$ cat src/rtl/gum_vendor_pkg.sv
package gum_vendor_pkg;

    localparam int PRICE_CENTS  = 15;
    localparam int NICKEL_CENTS = 5;
    localparam int DIME_CENTS   = 10;
    localparam int CENTS_W      = $clog2(PRICE_CENTS + DIME_CENTS + 1);

    typedef enum logic [1:0] {
        CREDIT_0  = 2'd0,
        CREDIT_5  = 2'd1,
        CREDIT_10 = 2'd2
    } credit_e;

    typedef enum logic [1:0] {
        COIN_NONE   = 2'd0,
        COIN_NICKEL = 2'd1,
        COIN_DIME   = 2'd2,
        COIN_BAD    = 2'd3
    } coin_e;

    function automatic logic [CENTS_W-1:0] credit_cents(credit_e c);
        logic [CENTS_W-1:0] v;
        unique case (c)
            CREDIT_0:  v = CENTS_W'(0);
            CREDIT_5:  v = CENTS_W'(NICKEL_CENTS);
            CREDIT_10: v = CENTS_W'(DIME_CENTS);
            default:   v = CENTS_W'(0);
        endcase
        return v;
    endfunction

    function automatic logic [CENTS_W-1:0] coin_cents(coin_e k);
        logic [CENTS_W-1:0] v;
        unique case (k)
            COIN_NICKEL: v = CENTS_W'(NICKEL_CENTS);
            COIN_DIME:   v = CENTS_W'(DIME_CENTS);
            default:     v = CENTS_W'(0);
        endcase
        return v;
    endfunction

endpackage

$ cat src/rtl/coin_classifier.sv
module coin_classifier
    import gum_vendor_pkg::*;
(
    input  logic  nickel_det,
    input  logic  dime_det,
    output coin_e coin
);

    always_comb begin
        unique case ({dime_det, nickel_det})
            2'b01:   coin = COIN_NICKEL;
            2'b10:   coin = COIN_DIME;
            2'b11:   coin = COIN_BAD;
            default: coin = COIN_NONE;
        endcase
    end

endmodule

$ cat src/rtl/credit_fsm.sv
module credit_fsm
    import gum_vendor_pkg::*;
(
    input  logic    clk,
    input  logic    rst,
    input  coin_e   coin,
    output credit_e state_q,
    output logic    vend_next
);

    credit_e state_d;

    // state register
    always_ff @(posedge clk) begin
        if (rst) state_q <= CREDIT_0;
        else     state_q <= state_d;
    end

    // next-state and release decision
    always_comb begin
        state_d   = state_q;
        vend_next = 1'b0;
        unique case (state_q)
            CREDIT_0: begin
                if (coin == COIN_NICKEL)    state_d = CREDIT_5;   // ADD_NICKEL_0
                else if (coin == COIN_DIME) state_d = CREDIT_10;  // ADD_DIME_0
            end
            CREDIT_5: begin
                if (coin == COIN_NICKEL) begin
                    state_d = CREDIT_10;                          // ADD_NICKEL_5
                end else if (coin == COIN_DIME) begin
                    state_d   = CREDIT_0;                         // VEND_EXACT_DIME
                    vend_next = 1'b1;
                end
            end
            CREDIT_10: begin
                if (coin == COIN_NICKEL || coin == COIN_DIME) begin
                    state_d   = CREDIT_0;                         // VEND_EXACT_NICKEL / VEND_OVERPAY
                    vend_next = 1'b1;
                end
            end
            default: begin
                state_d = CREDIT_0;
            end
        endcase
    end


    idle_hold_chk: assert property (@(posedge clk) disable iff (rst)
        (coin == COIN_NONE) |=> $stable(state_q));


    illegal_ignored_chk: assert property (@(posedge clk) disable iff (rst)
        (coin == COIN_BAD) |=> ($stable(state_q) && !$past(vend_next)));


    vend_threshold_chk: assert property (@(posedge clk) disable iff (rst)
        vend_next |-> ((credit_cents(state_q) + coin_cents(coin)) >= CENTS_W'(PRICE_CENTS)));


    overpay_clear_chk: assert property (@(posedge clk) disable iff (rst)
        (state_q == CREDIT_10 && coin == COIN_DIME) |=> (state_q == CREDIT_0));


    reset_clear_chk: assert property (@(posedge clk)
        rst |=> (state_q == CREDIT_0));

endmodule

$ cat src/rtl/vend_strobe.sv
module vend_strobe (
    input  logic clk,
    input  logic rst,
    input  logic vend_next,
    output logic vend_q
);

    // output register
    always_ff @(posedge clk) begin
        if (rst) vend_q <= 1'b0;
        else     vend_q <= vend_next;
    end


    single_pulse_chk: assert property (@(posedge clk) disable iff (rst)
        vend_q |=> !vend_q);


    reset_quiet_chk: assert property (@(posedge clk)
        rst |=> !vend_q);

endmodule

$ cat src/rtl/gum_vendor.sv
module gum_vendor
    import gum_vendor_pkg::*;
(
    input  logic clk,
    input  logic rst,
    input  logic nickel_in,
    input  logic dime_in,
    output logic vend_out
);

    coin_e   coin;
    credit_e credit;
    logic    vend_next;

    coin_classifier u_class (
        .nickel_det (nickel_in),
        .dime_det   (dime_in),
        .coin       (coin)
    );

    credit_fsm u_fsm (
        .clk       (clk),
        .rst       (rst),
        .coin      (coin),
        .state_q   (credit),
        .vend_next (vend_next)
    );

    vend_strobe u_strobe (
        .clk       (clk),
        .rst       (rst),
        .vend_next (vend_next),
        .vend_q    (vend_out)
    );


    vend_after_clear_chk: assert property (@(posedge clk) disable iff (rst)
        vend_out |-> (credit == CREDIT_0));

endmodule

$ cat config.mk
export PLATFORM = sky130hd
export DESIGN_NAME = gum_vendor
export DESIGN_NICKNAME = d
export VERILOG_FILES = /design/src/rtl/gum_vendor_pkg.sv /design/src/rtl/coin_classifier.sv /design/src/rtl/credit_fsm.sv /design/src/rtl/vend_strobe.sv /design/src/rtl/gum_vendor.sv
export SDC_FILE = /design/constraint.sdc
export NUM_CORES = 1
export LEC_CHECK = 0
export BUFFER_PORTS_ARGS = -buffer_cell sky130_fd_sc_hd__buf_2
export CORE_AREA = 4 4 41 43
export DETAILED_ROUTE_END_ITERATION = 12
export DIE_AREA = 0 0 45 47
export GPL_TIMING_DRIVEN = 0
export PLACE_DENSITY_LB_ADDON = 0.25
export SETUP_SLACK_MARGIN = 0.5
export SYNTH_ARGS = -nofsm -noshare
export SYNTH_HDL_FRONTEND = slang
export SYNTH_SLANG_ARGS = --single-unit
$ cat constraint.sdc
create_clock -name clk -period 1.73 [get_ports clk]
set_input_delay 0.346 -clock clk [delete_from_list [all_inputs] [get_ports clk]]
set_output_delay 0.346 -clock clk [all_outputs]
set_load 0.01 [all_outputs]
==> results.cfg, run 1 <==
[status]
status = finished, final reports clean

[logic_synthesis]
yosysTopAreaCellShare_pct = 31.9
syn_inst = 26
ys_types = 14
syn_nets = 36
synth-seq-area-share_pct = 25.5
ys_seq_elements = 3
synth_warnings = 0
synth_area_um2 = 235
yosysTopAreaCell = ha_1
avgSynthCellArea_um2 = 9.05
synthTopCellsByArea = ha_1 (32%), dfxtp_1 (26%), inv_1 (8.0%), mux2i_1 (4.3%), nand3_1 (4.3%)

[timing]
fmax_mhz = 804
maxSlewViolCount = 0
whs_ns = 0.301
skew_ns = 0.00198
hold_viol = 0
period_share_pct = 71.9
max_slew_margin_pct = 79.0
period_minus_slack_ns = 1.24
tns_ns = 0
rsz0062_at_grt = true
setup_viol = 0
max_slew.worst_pin.slew_ns = 0.313

[worst_hold_path]
hp-class = input pin to register

[floorplanning]
fp.dieH_um = 47
fp-row-count = 13
coreArea_um2 = 1300
io_pins = 5
die_w_um = 45
start_util_pct = 18.1
design.die.area_um2 = 2120

[drt]
dr.pass1.iters = 4
wl_per_cell_um = 11.3
num_vias = 238
final_antenna_net_count = 0
drc = 0
viasPerCell = 4.49
wl_um = 600
drt_iter0_drc = 7

[clock_tree]
cts_num_sinks = 3
clk_pin_slew_worst_paths_ns = 0.04
cts_tree = done
clockBufferDepth = 2
cts_buffers = 3
clk_latency_ns = 0.24
holdBufCountCts = 0
htreeDepth = 1
cts-root-buf = clkbuf_4

[worst_setup_path]
max_stage_delay_ns = 0.49
crit_type = register to register
crit_fanout = 3
cp_data_arrival_time_ns = 1.40
cp-start-kind = register
cp-end-kind = register
crit_path_cell_trace = inv_4 -> buf_4 -> or4_1 -> a31oi_1
slowest_stage = or4_1
required_ns = 1.89

[global_route]
grt_use_total_pct = 6.39
grt-ovfl-total = 0
antenna_found_initial = 0
grt_pass1_wl_um = 855
grt_max_degree = 5
grt_pass1_vias = 206

[layout]
nFillCells = 157
drive_above_1_share_pct = 55.3
antenna_cells = 0
area_growth_pct = 65.4
fin_util_pct = 29.9
nNetsFinal = 49

[pwr]
vdd.ir_drop.worst_uv = 220
leakagePower_nw = 0.166
p_per_area_nw_per_um2 = 969

[place]
dp_hpwl_um = 364
gp_congestion = 0.676
numPortBuffers = 4

[job]
maxCapViolCount = 0
==> through the flow <==
step / instance area, um^2 / setup slack, ns / power, mW / instances
floorplan: 248 / 0.502 / 0.151 / 26
global placement: 287 / 0.291 / 0.173 / 45
detailed placement: 287 / 0.298 / 0.174 / 45
CTS: 353 / 0.502 / 0.338 / 50
global route: 389 / 0.461 / 0.397 / 53
finish: 389 / 0.487 / 0.377 / 53
==> per-layer routing <==
| layer | vias to the layer above | GRT usage [%] | part of all wire, % | wire length, um |
|---|---|---|---|---|
| li1 | 121 | - | - | - |
| met1 | 106 | 5.90 | 42 | 249 |
| met2 | 7 | 9.60 | 46 | 278 |
| met3 | 4 | 4.60 | 8.2 | 49 |
| met4 | 0 | 5.26 | 3.7 | 22 |
| met5 | - | 0 | 0 | 0 |
==> path summary, 6_finish.rpt <==
path | from | endpoint | slack (ns) | cells past startpoint
min | rst | u_fsm.state_q[0]$_SDFFE_PP0P_ | 0.30 | 2
max | u_fsm.state_q[0]$_SDFFE_PP0P_ | u_fsm.state_q[0]$_SDFFE_PP0P_ | 0.49 | 4
max reg2reg | u_fsm.state_q[0]$_SDFFE_PP0P_ | u_fsm.state_q[0]$_SDFFE_PP0P_ | 0.49 | 4
min reg2reg | u_fsm.state_q[0]$_SDFFE_PP0P_ | u_fsm.state_q[0]$_SDFFE_PP0P_ | 0.54 | 2
==> cells in the final DEF (no fill, tap or decap), drive strengths merged <==
cell type  n
o31ai      1
nor3b      1
buf        8
a31oi      1
clkbuf     4
mux2i      1
nor2       1
or4        1
a211oi     1
a22oi      1
o311a      1
nand3      2
inv        5
dfxtp      3
ha         6
nand2      1
==> layout make-up <==
class / count / area (um^2) / share of cell area [%]
Inverter: 5 / 23.8 / 6.11
Sequential cell: 3 / 65.1 / 16.7
Clock buffer: 4 / 26.3 / 6.75
Multi-Input combinational cell: 18 / 201 / 51.8
Tap cell: 15 / 18.8 / 4.82
Timing Repair Buffer: 8 / 53.8 / 13.8
==> worst max-delay path, delay by kind of cell (launching register included) <==
family                 cells  cell delay [ns]
AO/OA/AOI/OAI              1             0.13
buffers and inverters      2             0.17
flip-flops                 1             0.37
AND/OR/NAND/NOR            1             0.49
==> cells in the mapped netlist (all sizes together) <==
| cell | n |
|---|---|
| a22oi | 1 |
| inv | 5 |
| or4 | 1 |
| mux2i | 1 |
| nand3 | 2 |
| nor2 | 1 |
| a211oi | 1 |
| nand2 | 1 |
| o311a | 1 |
| a31oi | 1 |
| o31ai | 1 |
| ha | 6 |
| nor3b | 1 |
| dfxtp | 3 |
==> cell families (layout without fill, tap and decap cells) <==
family	after synthesis	count (layout)	share of synthesized area, %
and+or+nand+nor	6	6	13.8
AOI/OAI and AO/OA	5	5	16.5
muxes	1	1	4.26
buffers and inverters	5	17	7.98
adders and majority gates	6	6	31.9
DFF	3	3	25.5
==> sequential cells by signal, summed over array words and instances (netlist names) <==
signal	flops
u_fsm.state_q	2
u_strobe.vend_q	1
==> repair_timing <==
action | 4_1_cts | 5_1_grt
resized for setup | 9 | 5
pin swaps | 1 | 2
setup endpoints to repair | 2 | 2
buffers inserted | 1 | 3
==> where the power goes <==
part / internal (mW) / switching [mW] / total (mW)
combinational: 0.0867 / 0.0712 / 0.158
clock: 0.0867 / 0.0409 / 0.128
sequential: 0.0808 / 0.0107 / 0.0914
total: 0.254 / 0.123 / 0.377
Power figures use the tool's default switching activity.
==> inputs of run 2 (changes only) <==
- clock period: 1.73 -> 1.2 ns (I/O delays scaled with it)
==> run 2 against run 1 <==
Against the previous run: the flow now finishes with violations (setup timing); core utilization fell by 1.1 points; critical path depth rose by 1; clock power rose by 38%; critical endpoint unchanged; largest cell class unchanged.
==> results.cfg, run 2 (synthesis results as in run 1) <==
[clock_tree]
cts_tree = done
clk_pin_slew_worst_paths_ns = 0.04
holdBufCountCts = 0
htreeDepth = 1
clk_latency_ns = 0.23
cts_buffers = 3
cts-root-buf = clkbuf_4
cts_num_sinks = 3
clockBufferDepth = 2

[floorplanning]
fp-row-count = 13
die_w_um = 45
fp.dieH_um = 47
design.die.area_um2 = 2120
coreArea_um2 = 1300
io_pins = 5
start_util_pct = 18.1

[pwr]
p_per_area_nw_per_um2 = 1370
p_seq_share_pct = 25.9
p_comb_share_pct = 39.6
internal_power_mw = 0.345
leakagePower_nw = 0.152
switching_power_mw = 0.168
clock_power_share_pct = 34.5
vdd.ir_drop.worst_uv = 474
p_sw_share_pct = 32.8

[timing]
tns_ns = -0.0226
whs_ns = 0.208
max_slew_margin_pct = 81.7
maxSlewViolCount = 0
skew_ns = 0.00702
fmax_mhz = 818
rsz0062_at_grt = true
period_share_pct = 102
setup_viol = 1
max_slew.worst_pin.slew_ns = 0.272
setup_slack_ns = -0.0226
hold_viol = 0
period_minus_slack_ns = 1.22

[drt]
drt_iter0_drc = 2
drc = 0
final_antenna_net_count = 0
num_vias = 222
dr.pass1.iters = 4
wl_um = 550
viasPerCell = 4.44
wl_per_cell_um = 11.0

[layout]
antenna_cells = 0
fin_util_pct = 28.8
layout_common_cells = buf_2 (4), inv_1 (3), ha_4 (3), clkbuf_4 (3)
nFillCells = 150
largest_reg_flops = 2
drive_above_1_share_pct = 57.1
regMostFlops = u_fsm.state_q
final-instance-count-excl-fill = 50
final_common_cell = buf_2
area_growth_pct = 59.6
reg.largest.list = u_fsm.state_q x2, u_strobe.vend_q x1
nNetsFinal = 46

[worst_setup_path]
crit_type = register to register
cp-start-kind = register
required_ns = 1.36
cp_data_arrival_time_ns = 1.38
cp-end-kind = register
crit_fanout = 3

[worst_hold_path]
hp-class = input pin to register

[place]
numPortBuffers = 4
placed_cells = 45
gp_congestion = 0.867
dp_hpwl_um = 421
dp_slack_ns = -0.160

[job]
maxCapViolCount = 0

[global_route]
grt_use_total_pct = 6.08
grt_pass1_wl_um = 883
grt-ovfl-total = 0
antenna_found_initial = 0
grt_max_degree = 5
grt_pass1_vias = 244

[status]
status = complete, but fails checks
violations = setup timing
run 2: cell count changes in the layout (fill, tap and decap cells not counted):
cell and change:
buf_6 -1, buf_4 -2, a22oi_1 -1, nor3b_1 -1, a22oi_2 +1, ha_1 -1, ha_2 +1, inv_2 -1
inv_1 +1, nor3b_2 +1
run 2: layer usage:
| layer | vias to the layer above | global-route usage, % | routed length, um | part of all wire [%] |
|---|---|---|---|---|
| met5 | - | 0 | 0 | 0 |
| met4 | 0 | 7.60 | 0 | 0 |
| met3 | 0 | 2.30 | 11 | 2.0 |
| met2 | 6 | 9.89 | 318 | 58 |
| met1 | 105 | 5.22 | 220 | 40 |
| li1 | 111 | - | - | - |
run 2: final cells by class:
class,count,area (um^2),share of cell area (%)
sequential,3,65.1,17.3
multi-input combinational,18,214,57.0
timing repair buffer,5,27.5,7.33
inverter,5,23.8,6.33
tap,15,18.8,5.00
clock buffer,4,26.3,7.00
run 2: power groups by stage:
stage	Clock, mW	Combinational, mW	Sequential, mW
6_report	0.177	0.203	0.133
5_1_grt	0.191	0.222	0.134
4_1_cts	0.181	0.192	0.133
3_5_place_dp	0	0.165	0.134
3_3_place_gp	0	0.159	0.134
2_1_floorplan	0	0.125	0.132
run 2: critical path, stage by stage (launching register included):
cell and delay, ns:
dfxtp_4 0.36, inv_4 0.07, ha_4 0.14, nor2_2 0.05
or4_1 0.40, a31oi_1 0.13
run 2: through the flow:
| stage | cell area, um^2 | power (mW) |
|---|---|---|
| after floorplan | 283 | 0.257 |
| after global placement | 322 | 0.293 |
| after detailed placement | 322 | 0.299 |
| after CTS | 370 | 0.506 |
| after global routing | 375 | 0.547 |
| final | 375 | 0.514 |
run 2: path summary, 6_finish.rpt:
path | startpoint | end | slack (ns) | cells past startpoint
setup reg to reg | u_fsm.state_q[0]$_SDFFE_PP0P_ | u_fsm.state_q[0]$_SDFFE_PP0P_ | -0.02 | 5
setup / recovery | u_fsm.state_q[0]$_SDFFE_PP0P_ | u_fsm.state_q[0]$_SDFFE_PP0P_ | -0.02 | 5
hold / removal | rst | u_fsm.state_q[1]$_SDFFE_PP0P_ | 0.21 | 2
hold reg to reg | u_fsm.state_q[0]$_SDFFE_PP0P_ | u_fsm.state_q[0]$_SDFFE_PP0P_ | 0.54 | 2
run 2: repair_timing:
action,4_1_cts,5_1_grt
pin swaps,1,3
endpoints found under the setup margin,4,4
buffers inserted,1,0
resized for setup,4,1
endpoints found under the hold margin,0,0
